**config.mk**
```make
export PLATFORM = sky130hd
export DESIGN_NAME = dmac_chan
export DESIGN_NICKNAME = d
export VERILOG_FILES = /design/src/rtl/dmac_pkg.sv /design/src/rtl/dmac_ctrl.sv /design/src/rtl/dmac_addr.sv /design/src/rtl/dmac_status.sv /design/src/rtl/dmac_chan.sv
export SDC_FILE = /design/constraint.sdc
export NUM_CORES = 1
export LEC_CHECK = 0
export ABC_AREA = 1
export CAP_MARGIN = 20
export CELL_PAD_IN_SITES_DETAIL_PLACEMENT = 0
export CELL_PAD_IN_SITES_GLOBAL_PLACEMENT = 1
export CORE_UTILIZATION = 36
export DETAILED_ROUTE_END_ITERATION = 16
export PLACE_DENSITY_LB_ADDON = 0.1
export SLEW_MARGIN = 5
export SYNTH_ARGS = -nofsm -noshare
export SYNTH_HDL_FRONTEND = slang
export SYNTH_SLANG_ARGS = --single-unit
```
**constraint.sdc**
```tcl
create_clock -name clk -period 3.5 [get_ports clk]
set_input_delay 0.525 -clock clk [delete_from_list [all_inputs] [get_ports clk]]
set_output_delay 0.525 -clock clk [all_outputs]
set_load 0.02 [all_outputs]
```
**src/rtl/dmac_pkg.sv**
```systemverilog
package dmac_pkg;
    typedef enum logic [1:0] {
        S_IDLE,
        S_FETCH,
        S_MOVE,
        S_ADVANCE
    } dmac_state_e;

    localparam logic [2:0] RA_DPTR = 3'd0;
    localparam logic [2:0] RA_CSR  = 3'd1;
    localparam logic [2:0] RA_MODE = 3'd2;
    localparam logic [2:0] RA_SYS  = 3'd3;
    localparam logic [2:0] RA_DEV  = 3'd4;
    localparam logic [2:0] RA_CNT  = 3'd5;

    localparam int CSR_EN    = 0;
    localparam int CSR_START = 1;
    localparam int CSR_ABORT = 2;
    localparam int CSR_DONE  = 3;
    localparam int CSR_DDONE = 4;
    localparam int CSR_ERR   = 5;
    localparam int CSR_BUSY  = 6;

    localparam int MODE_CHAIN = 0;
    localparam int MODE_IE    = 1;

    localparam logic [1:0] W_SYS = 2'd0;
    localparam logic [1:0] W_DEV = 2'd1;
    localparam logic [1:0] W_CNT = 2'd2;
    localparam logic [1:0] W_NXT = 2'd3;
endpackage

```
**src/rtl/dmac_ctrl.sv**
```systemverilog
module dmac_ctrl
    import dmac_pkg::*;
(
    input  logic        clk,
    input  logic        rst_n,
    input  logic        start,
    input  logic        abort,
    input  logic        chain,
    input  logic        mem_gnt,
    input  logic        mem_rerr,
    input  logic        move_gnt,
    input  logic        cnt_zero,
    input  logic        cnt_last,
    input  logic        eoc,
    output dmac_state_e state,
    output logic [1:0]  widx,
    output logic        mem_req,
    output logic        move_req,
    output logic        load_word,
    output logic        beat_done,
    output logic        follow_next,
    output logic        set_done,
    output logic        set_ddone,
    output logic        set_err
);
    dmac_state_e state_nxt;
    logic [1:0]  widx_nxt;
    logic        more;

    assign more = chain && !eoc;

    // state register
    always_ff @(posedge clk) begin
        if (!rst_n) begin
            state <= S_IDLE;
            widx  <= 2'd0;
        end else begin
            state <= state_nxt;
            widx  <= widx_nxt;
        end
    end

    // transitions
    always_comb begin
        state_nxt = state;
        widx_nxt  = widx;
        if (abort) begin
            state_nxt = S_IDLE;
        end else begin
            unique case (state)
                S_IDLE: begin
                    if (start) begin
                        state_nxt = chain ? S_FETCH : S_MOVE;
                        widx_nxt  = 2'd0;
                    end
                end
                S_FETCH: begin
                    if (mem_gnt) begin
                        if (mem_rerr)
                            state_nxt = S_IDLE;
                        else if (widx == W_NXT)
                            state_nxt = S_MOVE;
                        else
                            widx_nxt = widx + 2'd1;
                    end
                end
                S_MOVE: begin
                    if (cnt_zero || (move_gnt && cnt_last))
                        state_nxt = S_ADVANCE;
                end
                S_ADVANCE: begin
                    if (more) begin
                        state_nxt = S_FETCH;
                        widx_nxt  = 2'd0;
                    end else begin
                        state_nxt = S_IDLE;
                    end
                end
            endcase
        end
    end

    // outputs
    always_comb begin
        mem_req     = (state == S_FETCH);
        move_req    = (state == S_MOVE) && !cnt_zero;
        load_word   = mem_req && mem_gnt && !mem_rerr && !abort;
        set_err     = mem_req && mem_gnt && mem_rerr && !abort;
        beat_done   = move_req && move_gnt && !abort;
        set_ddone   = (state == S_ADVANCE) && !abort;
        follow_next = set_ddone && more;
        set_done    = set_ddone && !more;
    end
endmodule

```
**src/rtl/dmac_addr.sv**
```systemverilog
module dmac_addr
    import dmac_pkg::*;
#(
    parameter int DW         = 32,
    parameter int BEAT_BYTES = 4,
    parameter int EOC_BIT    = 0,
    parameter int ALIGN_BITS = 4,
    localparam int BW        = $clog2(BEAT_BYTES + 1)
) (
    input  logic          clk,
    input  logic          rst_n,
    input  logic          wr_dptr,
    input  logic          wr_sys,
    input  logic          wr_dev,
    input  logic          wr_cnt,
    input  logic [DW-1:0] wdata,
    input  logic          load_word,
    input  logic [1:0]    widx,
    input  logic [DW-1:0] fetch_data,
    input  logic          beat_done,
    input  logic          follow_next,
    output logic [DW-1:0] dptr,
    output logic [DW-1:0] sys_addr,
    output logic [DW-1:0] dev_addr,
    output logic [DW-1:0] count,
    output logic [BW-1:0] beat_bytes,
    output logic          cnt_zero,
    output logic          cnt_last,
    output logic          eoc
);
    localparam logic [DW-1:0] BEAT_MAX   = DW'(BEAT_BYTES);
    localparam logic [DW-1:0] ALIGN_MASK = ~((DW'(1) << ALIGN_BITS) - DW'(1));

    logic [DW-1:0] nxt;
    logic [DW-1:0] step;

    assign beat_bytes = (count < BEAT_MAX) ? count[BW-1:0] : BEAT_MAX[BW-1:0];
    assign step       = DW'(beat_bytes);
    assign cnt_zero   = (count == '0);
    assign cnt_last   = (count <= BEAT_MAX);
    assign eoc        = nxt[EOC_BIT];

    always_ff @(posedge clk) begin
        if (!rst_n) begin
            dptr     <= '0;
            sys_addr <= '0;
            dev_addr <= '0;
            count    <= '0;
            nxt      <= '0;
        end else begin
            if (wr_dptr)
                dptr <= wdata;
            else if (follow_next)
                dptr <= nxt & ALIGN_MASK;

            if (wr_sys)
                sys_addr <= wdata;
            else if (load_word && widx == W_SYS)
                sys_addr <= fetch_data;
            else if (beat_done)
                sys_addr <= sys_addr + step;

            if (wr_dev)
                dev_addr <= wdata;
            else if (load_word && widx == W_DEV)
                dev_addr <= fetch_data;
            else if (beat_done)
                dev_addr <= dev_addr + step;

            if (wr_cnt)
                count <= wdata;
            else if (load_word && widx == W_CNT)
                count <= fetch_data;
            else if (beat_done)
                count <= count - step;

            if (load_word && widx == W_NXT)
                nxt <= fetch_data;
        end
    end
endmodule

```
**src/rtl/dmac_status.sv**
```systemverilog
module dmac_status
    import dmac_pkg::*;
(
    input  logic       clk,
    input  logic       rst_n,
    input  logic       csr_we,
    input  logic [5:0] csr_bits,
    input  logic       mode_we,
    input  logic [1:0] mode_bits,
    input  logic       busy,
    input  logic       set_done,
    input  logic       set_ddone,
    input  logic       set_err,
    output logic       en,
    output logic       done,
    output logic       ddone,
    output logic       err,
    output logic       chain,
    output logic       ie,
    output logic       start,
    output logic       abort,
    output logic       irq
);
    assign abort = csr_we && csr_bits[CSR_ABORT];
    assign start = csr_we && csr_bits[CSR_EN] && csr_bits[CSR_START] && !csr_bits[CSR_ABORT] && !busy;
    assign irq   = done && ie;

    always_ff @(posedge clk) begin
        if (!rst_n) begin
            en    <= 1'b0;
            done  <= 1'b0;
            ddone <= 1'b0;
            err   <= 1'b0;
            chain <= 1'b0;
            ie    <= 1'b0;
        end else begin
            if (abort || set_err)
                en <= 1'b0;
            else if (csr_we && !busy)
                en <= csr_bits[CSR_EN];

            if (set_done)
                done <= 1'b1;
            else if (csr_we && csr_bits[CSR_DONE])
                done <= 1'b0;

            if (set_ddone)
                ddone <= 1'b1;
            else if (csr_we && csr_bits[CSR_DDONE])
                ddone <= 1'b0;

            if (set_err)
                err <= 1'b1;
            else if (csr_we && csr_bits[CSR_ERR])
                err <= 1'b0;

            if (mode_we && !busy) begin
                chain <= mode_bits[MODE_CHAIN];
                ie    <= mode_bits[MODE_IE];
            end
        end
    end
endmodule

```
**src/rtl/dmac_chan.sv**
```systemverilog
module dmac_chan
    import dmac_pkg::*;
#(
    parameter int DW         = 32,
    parameter int BEAT_BYTES = 4,
    parameter int EOC_BIT    = 0,
    parameter int ALIGN_BITS = 4,
    localparam int BW        = $clog2(BEAT_BYTES + 1)
) (
    input  logic          clk,
    input  logic          rst_n,
    input  logic          reg_we,
    input  logic [2:0]    reg_addr,
    input  logic [DW-1:0] reg_wdata,
    output logic [DW-1:0] reg_rdata,
    output logic          mem_req,
    output logic [DW-1:0] mem_addr,
    input  logic          mem_gnt,
    input  logic [DW-1:0] mem_rdata,
    input  logic          mem_rerr,
    output logic          move_req,
    output logic [DW-1:0] move_sys_addr,
    output logic [DW-1:0] move_dev_addr,
    output logic [BW-1:0] move_bytes,
    input  logic          move_gnt,
    output logic          irq
);
    dmac_state_e   state;
    logic [1:0]    widx;
    logic          busy;
    logic          wr_dptr, wr_sys, wr_dev, wr_cnt, csr_we, mode_we;
    logic          start, abort, en, done, ddone, err, chain, ie;
    logic          load_word, beat_done, follow_next;
    logic          set_done, set_ddone, set_err;
    logic          cnt_zero, cnt_last, eoc;
    logic [DW-1:0] dptr, sys_addr, dev_addr, count;

    assign busy    = (state != S_IDLE);
    assign csr_we  = reg_we && (reg_addr == RA_CSR);
    assign mode_we = reg_we && (reg_addr == RA_MODE);
    assign wr_dptr = reg_we && (reg_addr == RA_DPTR) && !busy;
    assign wr_sys  = reg_we && (reg_addr == RA_SYS) && !busy;
    assign wr_dev  = reg_we && (reg_addr == RA_DEV) && !busy;
    assign wr_cnt  = reg_we && (reg_addr == RA_CNT) && !busy;

    assign mem_addr      = dptr + DW'({widx, 2'b00});
    assign move_sys_addr = sys_addr;
    assign move_dev_addr = dev_addr;

    dmac_status u_status (
        .clk       (clk),
        .rst_n     (rst_n),
        .csr_we    (csr_we),
        .csr_bits  (reg_wdata[5:0]),
        .mode_we   (mode_we),
        .mode_bits (reg_wdata[1:0]),
        .busy      (busy),
        .set_done  (set_done),
        .set_ddone (set_ddone),
        .set_err   (set_err),
        .en        (en),
        .done      (done),
        .ddone     (ddone),
        .err       (err),
        .chain     (chain),
        .ie        (ie),
        .start     (start),
        .abort     (abort),
        .irq       (irq)
    );

    dmac_ctrl u_ctrl (
        .clk         (clk),
        .rst_n       (rst_n),
        .start       (start),
        .abort       (abort),
        .chain       (chain),
        .mem_gnt     (mem_gnt),
        .mem_rerr    (mem_rerr),
        .move_gnt    (move_gnt),
        .cnt_zero    (cnt_zero),
        .cnt_last    (cnt_last),
        .eoc         (eoc),
        .state       (state),
        .widx        (widx),
        .mem_req     (mem_req),
        .move_req    (move_req),
        .load_word   (load_word),
        .beat_done   (beat_done),
        .follow_next (follow_next),
        .set_done    (set_done),
        .set_ddone   (set_ddone),
        .set_err     (set_err)
    );

    dmac_addr #(
        .DW         (DW),
        .BEAT_BYTES (BEAT_BYTES),
        .EOC_BIT    (EOC_BIT),
        .ALIGN_BITS (ALIGN_BITS)
    ) u_addr (
        .clk         (clk),
        .rst_n       (rst_n),
        .wr_dptr     (wr_dptr),
        .wr_sys      (wr_sys),
        .wr_dev      (wr_dev),
        .wr_cnt      (wr_cnt),
        .wdata       (reg_wdata),
        .load_word   (load_word),
        .widx        (widx),
        .fetch_data  (mem_rdata),
        .beat_done   (beat_done),
        .follow_next (follow_next),
        .dptr        (dptr),
        .sys_addr    (sys_addr),
        .dev_addr    (dev_addr),
        .count       (count),
        .beat_bytes  (move_bytes),
        .cnt_zero    (cnt_zero),
        .cnt_last    (cnt_last),
        .eoc         (eoc)
    );

    always_comb begin
        reg_rdata = '0;
        case (reg_addr)
            RA_DPTR: reg_rdata = dptr;
            RA_CSR: begin
                reg_rdata[CSR_EN]    = en;
                reg_rdata[CSR_DONE]  = done;
                reg_rdata[CSR_DDONE] = ddone;
                reg_rdata[CSR_ERR]   = err;
                reg_rdata[CSR_BUSY]  = busy;
            end
            RA_MODE: begin
                reg_rdata[MODE_CHAIN] = chain;
                reg_rdata[MODE_IE]    = ie;
            end
            RA_SYS:  reg_rdata = sys_addr;
            RA_DEV:  reg_rdata = dev_addr;
            RA_CNT:  reg_rdata = count;
            default: reg_rdata = '0;
        endcase
    end
endmodule

```
==> summary.md <==
| Metric | Value |
|---|---|
| Ports | `207` |
| Nets@finish | `2409` |
| Final Non-Filler Cells | `2785` |
| Clock slew at reported path FFs | `90 ps` |
| DP HPWL | `54500 um` |
| Main synth FF type | `dfxtp_1` |
| Drc violations | `0` |
| Startpoint types | `register` |
| Relative slew slack | `31.4%` |
| Crit path required time | `2970 ps` |
| Syn nets | `2152` |
| Commonest non-fill, non-tap cells in the layout | `nand2_1, inv_1, clkdlybuf4s50_1` |
| Failing checks | `setup timing` |
| Outcome | `complete, but fails checks` |
| GR Util met2 | `60.2%` |
| Starting Density | `36.8%` |
| Routed wire length | `73100 um` |
| Max VDD drop | `0.376 mV` |
| Clock skew | `13.4 ps` |
| Number of distinct library cells after synthesis | `50` |
| Root buffer cell | `clkbuf_16` |
| Clk sinks | `167` |
| Sequential cell area fraction in the yosys report | `26.2%` |
| Dominant cells by area after synthesis | `dfxtp_1, nand2_1, inv_1, o21ai_0, nand3_1` |
| Share of layout cells above drive strength 1 | `11.8%` |
| RSZ-0062 raised after global routing | `true` |
| Worst EP arrival | `3050 ps` |
| First-pass iteration count of the detailed router | `8` |
| Clock Tree Buf Depth | `2` |
| Core footprint | `34700 um2` |
| Routed len/inst | `26.3 um` |
| Power, Total | `9270 uW` |
| Largest net degree at the start of global routing | `60` |
| Reg2Reg Depth | `24` |
| Port Buffers | `206` |
| LEAKAGE | `0.00676 uW` |
| Total gr overflow | `0` |
| Grt met1 use | `52.4%` |
| Layout area overhead | `30.7%` |
| CP max FO | `3` |
| FF-to-FF End | `u_addr.sys_addr[26]` |
| Kind of critical path | `reg -> out` |
| Fillers | `3736` |
| DR vias/cell | `5.75` |
| Seq cells post-synth | `167` |
| Hold_sp | `u_addr.nxt[0]` |
| Fin crit period | `3580 ps` |
| Most Crowded Layer GR | `met2` |
| Number of global-route vias before repair | `14.8k` |
| Clk_lat worst skew | `480 ps` |
| Commonest non-fill, non-tap cell in the layout | `nand2_1` |
| Final Hold Viols | `0` |
| Initial antenna violation count | `9` |
| CTS tree | `done` |
| Die ar. | `36200 um2` |
| Post-synth ARST share | `0%` |
| CTS Buf Count | `17` |
| Routed via count | `16.0k` |
| Hold Path Sink | `u_addr.nxt[0]` |
| Vert. Die Dim | `190 um` |
| H-tree levels | `4` |
| DIE WIDTH | `190 um` |
| Drt first-iter violations | `1643` |
| Placed insts | `2745` |
| Num rows | `68` |
| RePlAce Congestion | `1.03` |
| Syn Area/Cell | `6.20 um2` |
| YS warnings | `0` |
| # setup viols final | `1` |
| Synthesized area | `12800 um2` |
| GR met3 Demand/Resource | `7.21%` |
| R2r startpoint | `u_addr.count[28]` |
| Post-Syn Instances | `2059` |
| GRT Util Overall | `40.3%` |
| Yosys top cell area share | `26.2%` |
| First-pass GRT wire length | `104000 um` |
| Power per cell area | `555 nW/um2` |
| Slew Viols, Final | `0` |
| Hold_buf cts | `0` |
| Worst reg2reg setup slack | `240 ps` |
| Hold path cells | `2` |
| Final cycle utilization of the critical path | `102%` |
| Post-synth EDFFs | `0` |
| CP Capture Type | `output port` |
| Yosys top cell by area | `dfxtp_1` |
| Worst setup margin | `-79.6 ps` |
| Post-route ant nets | `0` |
| Worst min path class | `reg -> reg` |
| Maximum clock frequency | `279 MHz` |
| Max-cap violations | `0` |
| Slew @ Worst Pin | `1030 ps` |
| Final core occ | `48.1%` |
where the power goes:
| part | total [uW] | switching (uW) | internal [uW] | leakage (uW) |
|---|---|---|---|---|
| Combinational | 4860 | 3140 | 1720 | 0.00512 |
| Sequential | 2430 | 300 | 2130 | 0.00135 |
| Clock | 1980 | 1020 | 958 | 0.000280 |
cell usage after synthesis (5+ instances only):
library cell / instances
nand2_4: 5
a211oi_1: 43
o21ai_0: 182
nand4_1: 34
clkbuf_1: 53
o2111ai_1: 11
nand3_1: 171
nand2_1: 392
buf_6: 6
a31oi_1: 13
inv_1: 273
nor2_2: 14
buf_1: 7
dfxtp_1: 167
or2_2: 8
o22ai_1: 51
buf_2: 39
nor3_1: 41
nand3b_1: 6
inv_2: 13
o21ai_1: 12
xor2_1: 33
a21oi_1: 165
nand2_2: 11
nor4_1: 8
xnor2_1: 8
nor2_1: 181
a221o_1: 13
buf_4: 5
ha_1: 17
o211ai_1: 37
nor2_4: 6
cell families (layout without fill, tap and decap cells):
logic type | count (synthesis) | count (layout) | share of synthesized area, %
AO/OA/AOI/OAI | 541 | 541 | 24.6
XOR/XNOR | 41 | 41 | 2.81
adder cells (fa/ha/maj) | 20 | 20 | 2.14
buffers and inverters | 397 | 667 | 12.6
flip-flops | 167 | 167 | 26.2
other | 1 | 2 | 0.0294
AND/OR/NAND/NOR | 892 | 892 | 31.7
registers in the layout, indices dropped and copies added, names as in the netlist:
signal and flops:
u_addr.count 32, u_addr.dev_addr 32, u_addr.dptr 32, u_addr.nxt 29, u_addr.sys_addr 32, u_ctrl.state 2
u_ctrl.widx 2, u_status.chain 1, u_status.ddone 1, u_status.done 1, u_status.en 1, u_status.err 1
u_status.ie 1
repair_timing:
item	CTS	global route
pin swaps	2	12
endpoints found under the setup margin	16	47
resized for setup	37	51
setup buffers	0	7
cloned	0	0
worst max path at each step:
stage,start,endpoint,slack (ps)
6_report,u_ctrl.widx[0],mem_addr[28],-80
5_1_grt,u_ctrl.widx[0],mem_addr[28],-200
4_1_cts,u_ctrl.widx[0],mem_addr[28],-50
3_5_place_dp,u_addr.dptr[2],mem_addr[28],50
3_3_place_gp,u_addr.dptr[2],mem_addr[28],60
2_1_floorplan,u_addr.count[8],u_addr.sys_addr[26],50
per-layer routing:
metal / share of wire [%] / routed length, um / vias to the layer above
li1: - / - / 7449
met1: 41 / 30000 / 7540
met2: 43 / 31400 / 822
met3: 8.4 / 6110 / 186
met4: 7.7 / 5630 / 4
met5: 0.033 / 24 / -
per-stage QoR:
stage                     setup slack [ps]  instance area, um2  TNS, ps  hold WS, ps
after floorplan                       53.2               12800        0          429
after global placement                61.6               15900        0          441
after detailed placement              47.1               15900        0          453
after CTS                            -52.8               16500    -52.8          464
after global routing                  -203               16700     -638          483
final                                -79.6               16700    -79.6          466
worst max-delay path: stages (launching register included):
cell and delay, ps:
dfxtp_2 360, ha_4 140, inv_2 40, fa_2 410
nor2_4 140, nand3_2 80, or2_4 280, nor2_4 150
nand3_4 90, nor2_4 140, nand3_2 120, nor2_4 160
nand3_2 90, xor2_1 200, buf_4 170
final cells by class:
cell class	instances	area, um2	share of cell area (%)
well taps	455	569	3.41
clock buffers	18	429	2.57
clock inverters	14	160	0.960
multi-input cells	1495	7920	47.5
flip-flops and latches	167	3350	20.1
repair buffers	348	3170	19.0
diodes	1	2.50	0.0150
inverters	287	1080	6.49
No activity file was read; power rests on OpenSTA's default activity.
